### src/rtl/shared_irq_ctrl.sv
module shared_irq_ctrl #(
  parameter int NFUNC = 7,
  parameter logic [NFUNC-1:0] IMPL_MASK = 7'b0111111
) (
  input  logic             clk,
  input  logic             rst_n,
  input  logic             io_rst,
  input  logic [NFUNC-1:0] func_irq,
  input  logic             en_wr,
  input  logic [NFUNC-1:0] en_wr_func,
  input  logic             en_wr_master,
  input  logic [1:0]       bus_mode,
  input  logic             cs_n,
  input  logic             irq_win,
  input  logic             dat1_busy,
  output logic [NFUNC-1:0] en_func,
  output logic             en_master,
  output logic [NFUNC-1:0] pending,
  output logic             irq_drive
);
  localparam logic [1:0] M_SPI  = 2'b00;
  localparam logic [1:0] M_ONE  = 2'b01;
  localparam logic [1:0] M_FOUR = 2'b10;

  logic [NFUNC-1:0] en_func_q;
  logic             en_master_q;
  logic             req_q;
  logic [NFUNC-1:0] gated;
  logic             mode_ok;

  assign gated   = func_irq & en_func_q & IMPL_MASK & {NFUNC{en_master_q}};
  assign pending = func_irq & IMPL_MASK;

  always_ff @(posedge clk or negedge rst_n) begin
    if (!rst_n) begin
      en_func_q   <= '0;
      en_master_q <= 1'b0;
      req_q       <= 1'b0;
    end else if (io_rst) begin
      en_func_q   <= '0;
      en_master_q <= 1'b0;
      req_q       <= 1'b0;
    end else begin
      if (en_wr) begin
        en_func_q   <= en_wr_func & IMPL_MASK;
        en_master_q <= en_wr_master;
      end
      req_q <= |gated;
    end
  end

  always_comb begin
    case (bus_mode)
      M_SPI:   mode_ok = !cs_n;
      M_ONE:   mode_ok = 1'b1;
      M_FOUR:  mode_ok = irq_win && !dat1_busy;
      default: mode_ok = 1'b0;
    endcase
  end

  assign irq_drive = req_q && mode_ok;
  assign en_func   = en_func_q;
  assign en_master = en_master_q;

  p_level_hold_r1: assert property (@(posedge clk) disable iff (!rst_n)
    (!$past(io_rst) && $past(|gated) && bus_mode == M_ONE) |-> irq_drive);

  p_release_r1: assert property (@(posedge clk) disable iff (!rst_n)
    !$past(|gated) |-> !irq_drive);

  p_spi_cs_r6: assert property (@(posedge clk) disable iff (!rst_n)
    (bus_mode == M_SPI && cs_n) |-> !irq_drive);

  p_dat1_owner_r8: assert property (@(posedge clk) disable iff (!rst_n)
    (bus_mode == M_FOUR && (dat1_busy || !irq_win)) |-> !irq_drive);

  p_reserved_r9: assert property (@(posedge clk) disable iff (!rst_n)
    (bus_mode == 2'b11) |-> !irq_drive);

  p_io_clear_r5: assert property (@(posedge clk) disable iff (!rst_n)
    io_rst |=> (en_func == '0 && !en_master));

  p_unimpl_r4: assert property (@(posedge clk) disable iff (!rst_n)
    ((pending | en_func) & ~IMPL_MASK) == '0);
endmodule

### config.mk
export PLATFORM = sky130hd
export DESIGN_NAME = shared_irq_ctrl
export DESIGN_NICKNAME = d
export VERILOG_FILES = /design/src/rtl/shared_irq_ctrl.sv
export SDC_FILE = /design/constraint.sdc
export NUM_CORES = 1
export LEC_CHECK = 0
export BUFFER_PORTS_ARGS = -buffer_cell sky130_fd_sc_hd__buf_2
export CAP_MARGIN = 15
export CORE_MARGIN = 5
export CORE_UTILIZATION = 31
export CTS_CLUSTER_SIZE = 12
export DETAILED_ROUTE_END_ITERATION = 12
export PLACE_DENSITY = 0.71
export SKIP_CTS_REPAIR_TIMING = 1
export SLEW_MARGIN = 5
export SYNTH_ARGS = -nofsm -noshare
export SYNTH_HDL_FRONTEND = slang
export SYNTH_SLANG_ARGS = --single-unit
### constraint.sdc
create_clock -name clk -period 0.8 [get_ports clk]
set_input_delay 0.08 -clock clk [delete_from_list [all_inputs] [get_ports clk]]
set_output_delay 0.08 -clock clk [all_outputs]
set_load 0.05 [all_outputs]
==> results.ini, run 1 <==
[cells_and_area]
post-route-util_pct=53.8
fill_cells=128
areaGrowthSynthToFinish_pct=60.8
final_nets=102
antenna_cells=0
multi_input_area_sq_um=166
drive_gt1_share_pct=67.5
register_area_sq_um=209

[timing]
whs_ps=64.8
fmax_ghz=1.01
rsz0062_at_grt=true
min_period_over_period_pct=124
clock_skew_ps=2.10
setup_viol=11
maxSlewViolCount=0
fin_ws_ps=-195
finalCriticalPeriod_ps=995
report.final.hold_viol_count=0
tns_ps=-1340

[yosys]
synth_area_leaders=dfrtp_1, mux2i_1, buf_4, nor2_1, a22oi_1
synth_top_cell_area_share_pct=45.5
yosysUniqueCellTypes=13
ys_ff_latch=8
synthesis.area_sq_um=440
synthCells=42
yosysTopAreaCell=dfrtp_1
ys_warn_count=0
synth-seq-area-share_pct=45.5
synth.avg_cell_area_sq_um=10.5

[worst_setup_path]
crit_type=reg -> out
crit_chain=buf_6 > buf_8
cp_top_family=flip-flops
cp.buffers_inverters=2
path_max_fanout=2
critical_path_required_ps=720
max_stage_delay_ps=410
crit_path_top_delay_cell=dfrtp_2
critPathCaptureType=primary output
arrival_ps=910
crit_path_start_kind=flip-flop

[floorplan]
die_area_sq_um=2270
start_util_pct=33.4
core_area_sq_um=1320
die_w_microns=47.7
die_h_microns=47.7
io_pins=40
std_cell_rows=13

[power_and_ir_drop]
clock_power_share_pct=29.0
p_per_area_nw_per_um2=1630
p_sw_mw=0.393
power_mw=1.16
internal-power_mw=0.763
p_leak_nw=0.377
seqPwrFrac_pct=38.8
vdd.ir_drop.worst_mv=0.936
share_comb_of_total_power_pct=32.2
swShare_pct=34.0

[clocking]
cts_sinks=8
cts_tree=done
cts_root_buffer=clkbuf_4
clk_pin_slew_ps=60
h-tree-depth=1
clockBufferDepth=2
clk_latency_ps=250
numCtsBuffers=3

[route]
dr.pass1.iters=3
wl_per_cell_microns=11.9
drt_iter0_markers=3
wirelength_microns=1100
route.detailed.drc=0
ant_nets=0
vias_per_cell=4.59
via_count=422

[status]
status=finished with violations
violations=setup timing

[grt]
grt-ovfl-total=0
grt_first_pass_wirelength_microns=1450
grt_start_max_net_pins=9
grtUsageTotal_pct=9.49
antenna_found_initial=0
grt_pass1_vias=377

[placed_design]
port_buffers=35
place_congestion=0.680
dpl.hpwl_microns=872

[worst_hold_path]
hold_class=in -> reg

[run]
timing.max_cap.violations=0

flip-flops by register name (all words and copies together), names as in the netlist:
signal / cells
en_func: 6
en_master: 1
req_q: 1
worst paths after layout:
check,start,end,slack (ps),depth (start not counted)
worst min register to register,en_master$_DFFE_PN0P_,req_q$_DFF_PN0_,550,2
min in group asynchronous,rst_n,en_func[0]$_DFFE_PN0P_,200,2
max in group asynchronous,rst_n,en_master$_DFFE_PN0P_,420,2
worst min-delay path,en_wr_func[4],en_func[4]$_DFFE_PN0P_,60,3
worst max-delay path,en_func[2]$_DFFE_PN0P_,en_func[2],-190,2
worst max register to register,en_func[2]$_DFFE_PN0P_,req_q$_DFF_PN0_,-120,3
per-layer routing:
metal / GRT usage [%] / vias up / part of all wire, %
li1: - / 202 / -
met1: 10.6 / 197 / 38
met2: 14.8 / 23 / 50
met3: 3.76 / 0 / 11
met4: 6.45 / 0 / 0
met5: 0 / - / 0
power by group through the flow:
stage          Clock (mW)  Sequential [mW]  Combinational [mW]
2_1_floorplan           0            0.523               0.172
3_3_place_gp            0            0.450               0.318
3_5_place_dp            0            0.451               0.323
4_1_cts             0.355            0.443               0.324
5_1_grt             0.371            0.452               0.393
6_report            0.335            0.449               0.372
worst reg2reg max path: stages, from the launching register on:
cell	delay, ps
dfrtp_2	410
buf_4	130
a22oi_2	150
a311oi_1	100
cell families (layout without fill, tap and decap cells):
| group | Yosys count | in the layout | share of synthesized area [%] |
|---|---|---|---|
| other | 1 | 2 | 0.851 |
| flip-flops | 8 | 8 | 45.5 |
| buffers and inverters | 12 | 46 | 19.0 |
| multiplexers | 7 | 7 | 15.9 |
| AO/OA/AOI/OAI | 6 | 6 | 9.94 |
| AND/OR/NAND/NOR | 8 | 8 | 8.81 |
through the flow:
stage	cells	setup slack [ps]	cell area, sq um
detailed placement	85	-90.7	587
CTS	89	-276	613
floorplan	43	-181	454
global placement	85	-84.7	587
global route	92	-228	708
finish	92	-195	708
cell usage in the layout (no fill, tap or decap):
cell,netlist,final
clkbuf_1,0,1
and4bb_2,1,1
clkbuf_4,0,3
buf_6,1,8
buf_2,0,27
nor2_1,7,7
a22oi_1,3,2
o21a_2,0,1
dlygate4sd3_1,0,1
buf_8,0,2
a311oi_1,1,1
a21oi_1,1,1
dfrtp_1,8,1
buf_4,8,2
dfrtp_2,0,7
conb_1,1,2
mux2i_1,7,7
a22oi_2,0,1
inv_1,2,2
cells in the mapped netlist:
cell      instances
inv_1             2
mux2i_1           7
nor2_1            7
a22oi_1           3
conb_1            1
buf_6             1
o21a_1            1
a21oi_1           1
dfrtp_1           8
a311oi_1          1
buf_4             8
clkbuf_2          1
and4bb_2          1
final cells by class:
type	instances	area share, %
multi-input cells	23	23.5
clock buffers	4	3.71
well taps	15	2.65
flip-flops and latches	8	29.5
repair buffers	40	39.6
inverters	2	1.06
Note: power is estimated with default switching activity, not from simulation.
==> run 2: changes to the inputs <==
- CELL_PAD_IN_SITES_DETAIL_PLACEMENT: default -> 1
- CELL_PAD_IN_SITES_GLOBAL_PLACEMENT: default -> 1
- CORE_ASPECT_RATIO: default -> 1.2
- CORE_UTILIZATION: 31 -> 21
- PLACE_DENSITY: 0.71 -> default
- PLACE_DENSITY_LB_ADDON: default -> 0.1
==> results.ini, run 2 (same netlist as run 1, synthesis figures left out) <==
[timing]
maxSlewViolCount=0  ; unchanged
min_period_over_period_pct=126  ; +1.2 points
finalCriticalPeriod_ps=1000  ; +10.0 ps
rsz0062_at_grt=true
whs_ps=72.5  ; +7.67 ps
clock_skew_ps=5.02  ; +2.92 ps
fmax_ghz=0.995  ; -0.99%
setup_viol=12  ; +1
report.final.hold_viol_count=0  ; unchanged
fin_ws_ps=-205  ; -10.0 ps
tns_ps=-1360  ; -21.5 ps

[grt]
grt-ovfl-total=0  ; unchanged
grt_pass1_vias=432  ; +15%
antenna_found_initial=0  ; unchanged
grt_start_max_net_pins=9  ; unchanged
grtUsageTotal_pct=8.38  ; -1.1 points
grt_first_pass_wirelength_microns=1840  ; +27%

[placed_design]
place_area_sq_um=601  ; +2.3%
port_buffers=35  ; unchanged
place_congestion=0.605  ; -11%

[cells_and_area]
antenna_cells=0  ; unchanged
largest_reg_flops=6  ; unchanged
final_area_sq_um=726  ; +2.5%
drive_gt1_share_pct=67.5  ; unchanged
areaGrowthSynthToFinish_pct=64.8
most-common-layout-cells=buf_2, mux2i_1, nor2_1, dfrtp_2, buf_6
final_nets=102  ; unchanged
final_common_cell=buf_2
post-route-util_pct=35.8  ; -18 points

[worst_setup_path]
rr_endpoint=req_q$_DFF_PN0_
reg2reg_depth=3  ; unchanged
crit_chain=buf_6 > buf_8
critical_path_required_ps=720  ; about the same
critPathCaptureType=primary output
max_stage_delay_ps=410  ; about the same
r2r-start=en_func[2]$_DFFE_PN0P_
cp_top_family=flip-flops
arrival_ps=920  ; about the same
cp.buffers_inverters=2  ; unchanged
crit_path_start_kind=flip-flop
crit_type=reg -> out
crit_path_top_delay_cell=dfrtp_2
r2r_slack_ps=-110  ; about the same
path_max_fanout=2  ; unchanged

[clocking]
cts_root_buffer=clkbuf_4
h-tree-depth=1  ; unchanged
numCtsBuffers=3  ; unchanged
clk_pin_slew_ps=60  ; about the same
clk_latency_ps=260  ; about the same
cts_tree=done
clockBufferDepth=2  ; unchanged
cts_sinks=8  ; unchanged

[route]
vias_per_cell=4.24  ; -7.6%
ant_nets=0  ; unchanged
wirelength_microns=1240  ; +13%
route.detailed.drc=0  ; unchanged
via_count=411  ; -2.6%
dr.pass1.iters=2  ; -1
drt_iter0_markers=1  ; -2
wl_per_cell_microns=12.8  ; +7.3%

[floorplan]
die_h_microns=60.2  ; +26%
std_cell_rows=18  ; +5
io_pins=40  ; unchanged
core_area_sq_um=2030  ; +54%
die_w_microns=51.8  ; +8.6%
start_util_pct=21.7  ; -12 points
die_area_sq_um=3120  ; +37%

[worst_hold_path]
hp-start=en_wr_func[4]
hold_class=in -> reg
min_to=en_func[4]$_DFFE_PN0P_
min_path_cells=3  ; unchanged

[power_and_ir_drop]
p_leak_nw=0.380  ; +0.84%
p_per_area_nw_per_um2=1620  ; -0.98%
vdd.ir_drop.worst_mv=0.788  ; -16%
power_mw=1.17  ; +1.5%

[status]
violations=setup timing
status=finished with violations

[run]
timing.max_cap.violations=0  ; unchanged

-- run 2: area by class of cell --
class	instances	area [sq um]
Tap cell	20	25.0
Multi-Input combinational cell	23	166
Sequential cell	8	209
Fill cell	252	1300
Inverter	2	7.51
Clock buffer	4	26.3
Timing Repair Buffer	40	292
-- run 2: how the worst max path moves through the flow --
| stage | from | slack, ps | to | cells past startpoint |
|---|---|---|---|---|
| 3_5_place_dp | bus_mode[0] | -100 | irq_drive | 4 |
| 2_1_floorplan | en_func[1]$_DFFE_PN0P_ | -180 | req_q$_DFF_PN0_ | 2 |
| 3_3_place_gp | bus_mode[0] | -90 | irq_drive | 4 |
| 6_report | en_func[1]$_DFFE_PN0P_ | -200 | en_func[1] | 2 |
| 4_1_cts | en_func[1]$_DFFE_PN0P_ | -290 | en_func[1] | 2 |
| 5_1_grt | en_func[0]$_DFFE_PN0P_ | -240 | en_func[0] | 2 |
-- run 2: metrics by stage --
step | worst slack [ps] | std cells
finish | -205 | 97
CTS | -288 | 95
detailed placement | -99.5 | 91
global placement | -86.0 | 91
global route | -243 | 97
floorplan | -181 | 43
-- run 2: metal layers --
metal  share of wire (%)  track usage [%]  up-vias
li1                    -                -      202
met1                  41             10.1      188
met2                  50             13.1       21
met3                 9.1             2.74        0
met4                   0             4.49        0
met5                   0                0        -
-- run 2: worst min-delay path, stage by stage --
cell,delay (ps)
buf_2,70
mux2i_1,60
nor2_1,80
-- run 2: where the power goes --
part           switching, mW  internal (mW)  leakage, nW
Sequential            0.0181          0.430       0.0966
Combinational          0.235          0.148        0.269
Clock                  0.151          0.192       0.0150
